### src/rtl/irq_pkg.sv
package irq_pkg;

  typedef enum logic [1:0] {
    MODE_VEC  = 2'd0,
    MODE_XFER = 2'd1,
    MODE_SWI  = 2'd2
  } acc_mode_e;

  typedef enum logic [2:0] {
    ST_IDLE = 3'd0,
    ST_ACC  = 3'd1,
    ST_SAVE = 3'd2,
    ST_LOAD = 3'd3,
    ST_XFER = 3'd4,
    ST_REST = 3'd5
  } seq_state_e;

endpackage

### src/rtl/irq_pick.sv
module irq_pick #(
  parameter int NSRC = 4,
  parameter int LVLW = 3,
  localparam int IDXW = (NSRC > 1) ? $clog2(NSRC) : 1
) (
  input  logic [NSRC-1:0]      req,
  input  logic [NSRC-1:0]      en,
  input  logic [NSRC*LVLW-1:0] lvl,
  input  logic                 ie,
  input  logic [LVLW-1:0]      ilm,
  output logic                 win_vld,
  output logic [IDXW-1:0]      win_idx,
  output logic [LVLW-1:0]      win_lvl
);

  logic [NSRC-1:0] elig;

  for (genvar i = 0; i < NSRC; i++) begin : g_elig
    assign elig[i] = ie & req[i] & en[i] & (ilm > lvl[i*LVLW +: LVLW]);
  end

  always_comb begin
    win_vld = 1'b0;
    win_idx = '0;
    win_lvl = '1;
    for (int i = 0; i < NSRC; i++) begin
      if (elig[i] && (!win_vld || (lvl[i*LVLW +: LVLW] < win_lvl))) begin
        win_vld = 1'b1;
        win_idx = IDXW'(i);
        win_lvl = lvl[i*LVLW +: LVLW];
      end
    end
  end


  always_comb begin
    if (win_vld) begin
      win_mask_ok_chk: assert (ie && (ilm > win_lvl));
    end
  end

endmodule

### src/rtl/irq_seq_fsm.sv
module irq_seq_fsm
  import irq_pkg::*;
#(
  parameter int NSRC     = 4,
  parameter int LVLW     = 3,
  parameter int VECW     = 8,
  parameter int VEC_BASE = 11,
  localparam int IDXW = (NSRC > 1) ? $clog2(NSRC) : 1
) (
  input  logic              clk,
  input  logic              rst_n,
  input  logic              win_vld,
  input  logic [IDXW-1:0]   win_idx,
  input  logic [LVLW-1:0]   win_lvl,
  input  logic [NSRC-1:0]   src_xfer,
  input  logic [LVLW-1:0]   cpu_ilm,
  input  logic              cpu_bnd,
  input  logic              cpu_step,
  input  logic              swi_req,
  input  logic [VECW-1:0]   swi_vec,
  input  logic              reti_req,
  input  logic              ctx_save_ready,
  input  logic              ctx_rest_ready,
  input  logic              xfer_done,
  input  logic              xfer_finish,
  output logic              acc_pulse,
  output logic [IDXW-1:0]   acc_src,
  output logic [VECW-1:0]   acc_vec,
  output logic [1:0]        acc_mode,
  output logic              ctx_save_valid,
  output logic              ctx_rest_valid,
  output logic              xfer_go,
  output logic              ctx_upd,
  output logic              new_ie,
  output logic              new_sys_stk,
  output logic [LVLW-1:0]   new_ilm
);

  seq_state_e state_q;
  acc_mode_e  mode_q;
  logic [IDXW-1:0] src_q;
  logic [VECW-1:0] vec_q;
  logic [LVLW-1:0] lvl_q;
  logic            strobe;

  assign strobe = cpu_bnd | cpu_step;

  always_ff @(posedge clk) begin
    if (!rst_n) begin
      state_q <= ST_IDLE;
      mode_q  <= MODE_VEC;
      src_q   <= '0;
      vec_q   <= '0;
      lvl_q   <= '0;
    end else begin
      unique case (state_q)
        ST_IDLE: begin
          if (strobe) begin
            if (swi_req) begin
              mode_q  <= MODE_SWI;
              src_q   <= '0;
              vec_q   <= swi_vec;
              lvl_q   <= cpu_ilm;
              state_q <= ST_ACC;
            end else if (reti_req) begin
              state_q <= ST_REST;
            end else if (win_vld) begin
              mode_q  <= src_xfer[win_idx] ? MODE_XFER : MODE_VEC;
              src_q   <= win_idx;
              vec_q   <= VECW'(VEC_BASE) + VECW'(win_idx);
              lvl_q   <= win_lvl;
              state_q <= ST_ACC;
            end
          end
        end
        ST_ACC:  state_q <= (mode_q == MODE_XFER) ? ST_XFER : ST_SAVE;
        ST_SAVE: if (ctx_save_ready) state_q <= ST_LOAD;
        ST_LOAD: state_q <= ST_IDLE;
        ST_XFER: if (xfer_done) state_q <= xfer_finish ? ST_SAVE : ST_IDLE;
        ST_REST: if (ctx_rest_ready) state_q <= ST_IDLE;
        default: state_q <= ST_IDLE;
      endcase
    end
  end

  assign acc_pulse      = (state_q == ST_ACC);
  assign ctx_save_valid = (state_q == ST_SAVE);
  assign ctx_rest_valid = (state_q == ST_REST);
  assign xfer_go        = (state_q == ST_XFER);
  assign ctx_upd        = (state_q == ST_LOAD);
  assign new_ie         = 1'b0;
  assign new_sys_stk    = ctx_upd;
  assign new_ilm        = ctx_upd ? lvl_q : '0;
  assign acc_src        = src_q;
  assign acc_vec        = vec_q;
  assign acc_mode       = mode_q;


  acc_one_cycle_chk: assert property (@(posedge clk) disable iff (!rst_n)
    acc_pulse |=> !acc_pulse);


  acc_after_strobe_chk: assert property (@(posedge clk) disable iff (!rst_n)
    $rose(acc_pulse) |-> $past(cpu_bnd || cpu_step));


  save_hold_chk: assert property (@(posedge clk) disable iff (!rst_n)
    (ctx_save_valid && !ctx_save_ready) |=> ctx_save_valid);


  upd_after_save_chk: assert property (@(posedge clk) disable iff (!rst_n)
    ctx_upd |-> ($past(ctx_save_valid) && $past(ctx_save_ready) && !new_ie && new_sys_stk));


  xfer_hold_chk: assert property (@(posedge clk) disable iff (!rst_n)
    (xfer_go && !xfer_done) |=> (xfer_go && !ctx_save_valid));


  rest_hold_chk: assert property (@(posedge clk) disable iff (!rst_n)
    (ctx_rest_valid && !ctx_rest_ready) |=> ctx_rest_valid);


  phase_excl_chk: assert property (@(posedge clk) disable iff (!rst_n)
    $onehot0({acc_pulse, ctx_save_valid, ctx_rest_valid, xfer_go, ctx_upd}));

endmodule

### src/rtl/irq_accept_seq.sv
module irq_accept_seq #(
  parameter int NSRC     = 4,
  parameter int VECW     = 8,
  parameter int VEC_BASE = 11,
  localparam int LVLW = 3,
  localparam int IDXW = (NSRC > 1) ? $clog2(NSRC) : 1
) (
  input  logic              clk,
  input  logic              rst_n,
  input  logic [NSRC-1:0]   src_req,
  input  logic [NSRC-1:0]   src_en,
  input  logic [NSRC*3-1:0] src_lvl,
  input  logic [NSRC-1:0]   src_xfer,
  input  logic              cpu_ie,
  input  logic [2:0]        cpu_ilm,
  input  logic              cpu_bnd,
  input  logic              cpu_step,
  input  logic              swi_req,
  input  logic [VECW-1:0]   swi_vec,
  input  logic              reti_req,
  output logic              acc_pulse,
  output logic [IDXW-1:0]   acc_src,
  output logic [VECW-1:0]   acc_vec,
  output logic [1:0]        acc_mode,
  output logic              ctx_save_valid,
  input  logic              ctx_save_ready,
  output logic              ctx_rest_valid,
  input  logic              ctx_rest_ready,
  output logic              xfer_go,
  input  logic              xfer_done,
  input  logic              xfer_finish,
  output logic              ctx_upd,
  output logic              new_ie,
  output logic              new_sys_stk,
  output logic [2:0]        new_ilm
);

  logic            win_vld;
  logic [IDXW-1:0] win_idx;
  logic [LVLW-1:0] win_lvl;

  irq_pick #(.NSRC(NSRC), .LVLW(LVLW)) u_pick (
    .req     (src_req),
    .en      (src_en),
    .lvl     (src_lvl),
    .ie      (cpu_ie),
    .ilm     (cpu_ilm),
    .win_vld (win_vld),
    .win_idx (win_idx),
    .win_lvl (win_lvl)
  );

  irq_seq_fsm #(.NSRC(NSRC), .LVLW(LVLW), .VECW(VECW), .VEC_BASE(VEC_BASE)) u_fsm (
    .clk            (clk),
    .rst_n          (rst_n),
    .win_vld        (win_vld),
    .win_idx        (win_idx),
    .win_lvl        (win_lvl),
    .src_xfer       (src_xfer),
    .cpu_ilm        (cpu_ilm),
    .cpu_bnd        (cpu_bnd),
    .cpu_step       (cpu_step),
    .swi_req        (swi_req),
    .swi_vec        (swi_vec),
    .reti_req       (reti_req),
    .ctx_save_ready (ctx_save_ready),
    .ctx_rest_ready (ctx_rest_ready),
    .xfer_done      (xfer_done),
    .xfer_finish    (xfer_finish),
    .acc_pulse      (acc_pulse),
    .acc_src        (acc_src),
    .acc_vec        (acc_vec),
    .acc_mode       (acc_mode),
    .ctx_save_valid (ctx_save_valid),
    .ctx_rest_valid (ctx_rest_valid),
    .xfer_go        (xfer_go),
    .ctx_upd        (ctx_upd),
    .new_ie         (new_ie),
    .new_sys_stk    (new_sys_stk),
    .new_ilm        (new_ilm)
  );

endmodule

### config.mk
export PLATFORM = sky130hd
export DESIGN_NAME = irq_accept_seq
export DESIGN_NICKNAME = d
export VERILOG_FILES = /design/src/rtl/irq_pkg.sv /design/src/rtl/irq_pick.sv /design/src/rtl/irq_seq_fsm.sv /design/src/rtl/irq_accept_seq.sv
export SDC_FILE = /design/constraint.sdc
export NUM_CORES = 1
export LEC_CHECK = 0
export ABC_AREA = 1
export BUFFER_PORTS_ARGS = -buffer_cell sky130_fd_sc_hd__buf_2
export CORE_ASPECT_RATIO = 0.9
export CORE_UTILIZATION = 45
export CTS_BUF_LIST = sky130_fd_sc_hd__clkbuf_8
export DETAILED_ROUTE_END_ITERATION = 12
export GPL_ROUTABILITY_DRIVEN = 0
export GPL_TIMING_DRIVEN = 1
export PLACE_DENSITY = 0.78
export SLEW_MARGIN = 25
export SYNTH_ARGS = -nofsm -noshare
export SYNTH_HDL_FRONTEND = slang
export SYNTH_SLANG_ARGS = --single-unit
### constraint.sdc
create_clock -name clk -period 4.05 [get_ports clk]
set_input_delay 0.405 -clock clk [delete_from_list [all_inputs] [get_ports clk]]
set_output_delay 0.405 -clock clk [all_outputs]
set_load 0.01 [all_outputs]
==> impl_metrics.ini, run 1 <==
[clock_tree]
htree_levels = 1
cts_tree = done
worst_setup_hold_path_clk_slew_ns = 0.07
clock_insertion_delay_worst_skew_ns = 0.26
cts-buffers-inserted = 3
root_buffer = clkbuf_8
cts_num_sinks = 18
clockBufferDepth = 2

[hold_path]
hold_class = primary input to flip-flop
hold_path.startpoint = swi_vec[5]

[setup_path]
crit_type = primary input to flip-flop
source_of_the_worst_register_to_register_timing_path = u_fsm.state_q[2]
slowest_stage = ha_1
slowest_delay_ns = 0.28
start_kind = primary input
cp_common_cell = nand2_1
critical_path.max_fanout = 5
cp_data_required_time_ns = 4.23
crit_arrival_ns = 4.20
crit_path_from = src_lvl[0]
cp_endpoint_kind = flip-flop

[global_route]
grt_start_max_net_pins = 16
globalRouteTotalUtil_pct = 22.08
gr-total-overflow = 0
grt_pass1_vias = 1581
wire_length_of_the_first_global_routing_pass_mm = 6.624
antenna_found_initial = 0

[power_and_ir_drop]
max-vdd-ir-drop_v = 0.0003038
p_leak_nw = 1.248
power-per-cell-area_mw_per_mm2 = 312.6
totalPowerFinal_uw = 762.2

[placement]
post-dp-hpwl_mm = 3.272
numPortBuffers = 66

[synthesis]
synthesis.nets = 305
synth-edff-count = 0
ys_ff_latch = 18
synthesis.area_mm2 = 0.001587
synth_flop_cell = dfxtp_1
ys_warn_count = 0
ys_top_cells_by_area = dfxtp_1 (23%), ha_1 (15%), nand2_1 (13%)
yosysSeqAreaShare_pct = 22.71
netlist-cell-type-count = 35
ys_async_sr_fraction_pct = 0
cells_after_synth = 240
average_footprint_of_a_synthesized_cell_um2 = 6.611
yosys.area.top_type = dfxtp_1
synthDominantCellAreaShare_pct = 22.71

[timing]
finalMaxSlewViolations = 0
totalNegativeSetupSlack_ns = 0
hold-worst-slack_ns = 0.3892
least_margin_pin_slew_ns = 0.6600
slew_headroom_pct = 55.70
final_period_minus_worst_setup_slack_ns = 4.011
rsz0062_at_grt = true
setup_viol = 0
max_freq_ghz = 0.2493
final.period_utilization_pct = 99.04
final.setup_skew_ns = 0.002953
final-hold-violation-count = 0

[layout]
highest_count_cells_in_the_layout_ignoring_fill_and_taps = buf_2 (62), nand2_1 (46), inv_1 (34), buf_4 (25), dfxtp_1 (18)
final_layout_size_suffix_gt1_share_pct = 45.32
n_antenna_cell = 0
area_growth_syn_to_layout_pct = 53.71
finish.net_count = 397
mostFrequentLayoutCell = buf_2
post_layout_utilization_of_the_core_pct = 72.19

[floorplanning]
dieHeight_um = 58.33
core_area_mm2 = 0.003378
initial_standard_cell_utilization_of_the_core_pct = 46.96
io_pins = 68
die-area_mm2 = 0.003768
std_cell_rows = 20
die_w_um = 64.59

[detailed_routing]
via_count = 1923
routed_via_density = 5.128
detailed_route_iter0_violations = 96
drtAntennaViolNets = 0
routedWlPerCell_um = 11.81
wl_mm = 4.428
drt_pre_antenna_iters = 5
route.detailed.drc = 0

[status]
result_of_the_run = completed

[job]
cap_viol_max_count = 0
[metal layers]
layer,GRT usage (%),part of all wire (%),wire [µm]
met5,0,0,0
met4,3.175,1.5,65
met3,6.202,7.4,327
met2,35.79,46,2051
met1,29.99,45,1984
[cells in the mapped netlist, types with 3 or more instances]
library cell  count
a21oi_2           3
o21ai_0          10
a211oi_1          4
ha_1             19
a21oi_1          15
nor2_2            3
nand2_4           4
nor2_1           19
dfxtp_1          18
inv_1            40
nand2_1          55
a31oi_1           3
nor3_1            4
nand2_2           7
nand3_1          10
[flip-flops by register name (all words and copies together) (netlist names)]
name            cells
u_fsm.acc_vec       8
u_fsm.lvl_q         3
u_fsm.state_q       3
u_fsm.acc_mode      2
u_fsm.acc_src       2
[power breakdown]
| group | switching [mW] | total (mW) | internal [mW] |
|---|---|---|---|
| Combinational | 0.218 | 0.375 | 0.156 |
| Clock | 0.0603 | 0.147 | 0.0864 |
| Sequential | 0.0251 | 0.241 | 0.216 |
| Total | 0.304 | 0.762 | 0.458 |
[final timing paths]
check                     endpoint  slack (ns)  depth (start not counted)
setup / recovery  u_fsm.acc_vec[1]        0.04                         34
hold / removal    u_fsm.acc_vec[5]        0.39                          3
setup reg to reg    u_fsm.lvl_q[0]        2.12                          7
hold reg to reg   u_fsm.acc_vec[6]        0.46                          2
[critical path: cells and delay by family]
family | cells | cell delay, ns
and+or+nand+nor | 20 | 1.74
buffers and inverters | 5 | 0.29
adders and majority gates | 5 | 1.18
AOI/OAI and AO/OA | 4 | 0.56
[stage by stage]
step	worst slack (ns)	instances	area [µm²]
final	0.03879	375	2439
after global routing	-0.2137	375	2439
after detailed placement	-0.2806	364	2121
after global placement	-0.1932	364	2121
after CTS	0.003012	370	2210
after floorplan	0.008055	240	1623
[final cells by class]
class,instances,area (µm²)
inverter,42,162.7
tap,44,55.05
fill,282,939.7
sequential,18,360.3
timing repair buffer,91,543.0
clock buffer,4,55.05
multi-input combinational,176,1262
[what timing repair did]
| item | in CTS | in global routing |
|---|---|---|
| pin swaps | 5 | 29 |
| gates resized for setup | 5 | 40 |
| cloned | 0 | 0 |
| hold buffers | 0 | 0 |
| setup endpoints to repair | 1 | 7 |
| buffers inserted | 2 | 5 |
[cells by family (layout without fill, tap and decap cells)]
family | Yosys count | count (layout) | share of synthesized area [%]
compound gates | 47 | 47 | 18.93
fa+ha+maj | 19 | 19 | 14.98
buf+inv | 46 | 137 | 11.36
flops | 18 | 18 | 22.71
other cells | 1 | 1 | 0.2364
simple gates | 109 | 109 | 31.78
Power figures use the tool's default switching activity.
==> run 2: changes to the inputs <==
CORE_MARGIN = 10   (was default)
==> run 2 against run 1 <==
Die area rose by 67%. Clock power fell by 16%. Register-to-register slack improved by 0.08 ns. Global-route usage fell by 7.9 points. Flip-flop and latch count did not move. Non-clock buffer count fell by 2. Critical path depth rose by 3. Clock skew barely moved. Via count fell by 3.3%. Critical path type unchanged. Largest cell class unchanged.
==> impl_metrics.ini, run 2 (synthesis results as in run 1) <==
[setup_path]
cp_endpoint_kind = flip-flop
start_kind = primary input
slowest_delay_ns = 0.29
critical_path.max_fanout = 5
slowest_stage = ha_1
cp_data_required_time_ns = 4.23
crit_type = primary input to flip-flop
crit_arrival_ns = 4.20

[power_and_ir_drop]
p_int_uw = 434.9
power.share.clock_pct = 16.7
netSwitchingPower_uw = 301.8
power-per-cell-area_mw_per_mm2 = 306.8
seq_power_share_pct = 32.8
swShare_pct = 40.97
power.share.combinational_pct = 50.5
max-vdd-ir-drop_v = 0.0002634
p_leak_nw = 1.220
totalPowerFinal_uw = 736.7

[detailed_routing]
detailed_route_iter0_violations = 109
drt_pre_antenna_iters = 4
via_count = 1860
route.detailed.drc = 0
wl_mm = 5.107
routed_via_density = 5.000
drtAntennaViolNets = 0
routedWlPerCell_um = 13.73

[floorplanning]
die-area_mm2 = 0.006304
io_pins = 68
dieHeight_um = 76.33
die_w_um = 82.59
core_area_mm2 = 0.003378
std_cell_rows = 20
initial_standard_cell_utilization_of_the_core_pct = 46.96

[timing]
setup_viol = 0
totalNegativeSetupSlack_ns = 0
postLayoutSetupSlackWorst_ns = 0.02827
least_margin_pin_slew_ns = 0.6522
finalMaxSlewViolations = 0
hold-worst-slack_ns = 0.3924
slew_headroom_pct = 56.36
max_freq_ghz = 0.2486
final.setup_skew_ns = 0.002795
final_period_minus_worst_setup_slack_ns = 4.022
rsz0062_at_grt = true
final.period_utilization_pct = 99.30
final-hold-violation-count = 0

[placement]
numPortBuffers = 66
post_place_setup_slack_ns = -0.3092
placedInstanceArea_mm2 = 0.002113
post-dp-hpwl_mm = 3.943

[global_route]
wire_length_of_the_first_global_routing_pass_mm = 7.569
globalRouteTotalUtil_pct = 14.21
antenna_found_initial = 0
grt_start_max_net_pins = 17
gr-total-overflow = 0
grt_pass1_vias = 1795

[clock_tree]
worst_setup_hold_path_clk_slew_ns = 0.07
root_buffer = clkbuf_8
cts_num_sinks = 18
htree_levels = 1
clock_insertion_delay_worst_skew_ns = 0.25
cts_tree = done
clockBufferDepth = 2
cts-buffers-inserted = 3

[layout]
area_growth_syn_to_layout_pct = 51.34
mostFrequentLayoutCell = buf_2
final_area_mm2 = 0.002401
final_layout_size_suffix_gt1_share_pct = 43.90
highest_count_cells_in_the_layout_ignoring_fill_and_taps = buf_2 (64), nand2_1 (48), inv_1 (34), buf_4 (23), dfxtp_1 (18)
n_antenna_cell = 0
finish.net_count = 395
largest_register_ffs = 8

[hold_path]
hold_class = primary input to flip-flop

[job]
cap_viol_max_count = 0

[status]
result_of_the_run = completed
run 2: changes by cell type in the layout (fill, tap and decap cells not counted), moves of 2 or more:
cell / before / now
buf_6: 4 / 1
buf_2: 62 / 64
buf_4: 25 / 23
nand2_1: 46 / 48
nand2_2: 12 / 10
run 2: final timing paths:
kind,endpoint,start,slack (ns),cells past startpoint
max,u_fsm.acc_vec[1],src_lvl[1],0.03,37
min reg2reg,u_fsm.acc_vec[6],u_fsm.acc_vec[6],0.46,2
min,u_fsm.acc_vec[5],swi_vec[5],0.39,3
max reg2reg,u_fsm.lvl_q[0],u_fsm.state_q[2],2.20,7
run 2: power groups by stage:
stage	combinational, mW	sequential, mW	clock, mW
3_3_place_gp	0.340	0.243	0
2_1_floorplan	0.219	0.249	0
5_1_grt	0.418	0.247	0.131
3_5_place_dp	0.345	0.245	0
6_report	0.372	0.241	0.123
4_1_cts	0.352	0.241	0.125
run 2: worst max-delay path: cells and delay by family:
| family | cells | cell delay (ns) |
|---|---|---|
| buffers and inverters | 6 | 0.31 |
| AND/OR/NAND/NOR | 23 | 1.90 |
| adder cells (fa/ha/maj) | 5 | 1.15 |
| AO/OA/AOI/OAI | 3 | 0.42 |
run 2: cell type report:
cell class                 instances  area [µm²]
timing repair buffer              89       519.2
tap                               44       55.05
sequential                        18       360.3
inverter                          42       162.7
multi-input combinational        176        1262
fill                             271       977.2
clock buffer                       3       41.29
run 2: what timing repair did:
action | in CTS | in global routing
hold buffers | 0 | 0
gates cloned | 0 | 0
endpoints found under the hold margin | 0 | 0
pin swaps | 13 | 32
resized for setup | 6 | 34
setup endpoints to repair | 1 | 7
buffers inserted | 2 | 4
run 2: per-layer routing:
layer  vias up  GRT usage, %  share of wire, %
met2        59         23.95                49
met4         0         2.007              0.47
met5         -             0                 0
li1        967             -                 -
met1       832         17.09                42
met3         2         4.835               8.8
run 2: through the flow:
step / util [%] / std cells
2_1_floorplan: - / 240
3_3_place_gp: 62.56 / 363
3_5_place_dp: 62.56 / 363
4_1_cts: 65.37 / 368
5_1_grt: 71.07 / 372
6_report: 71.07 / 372
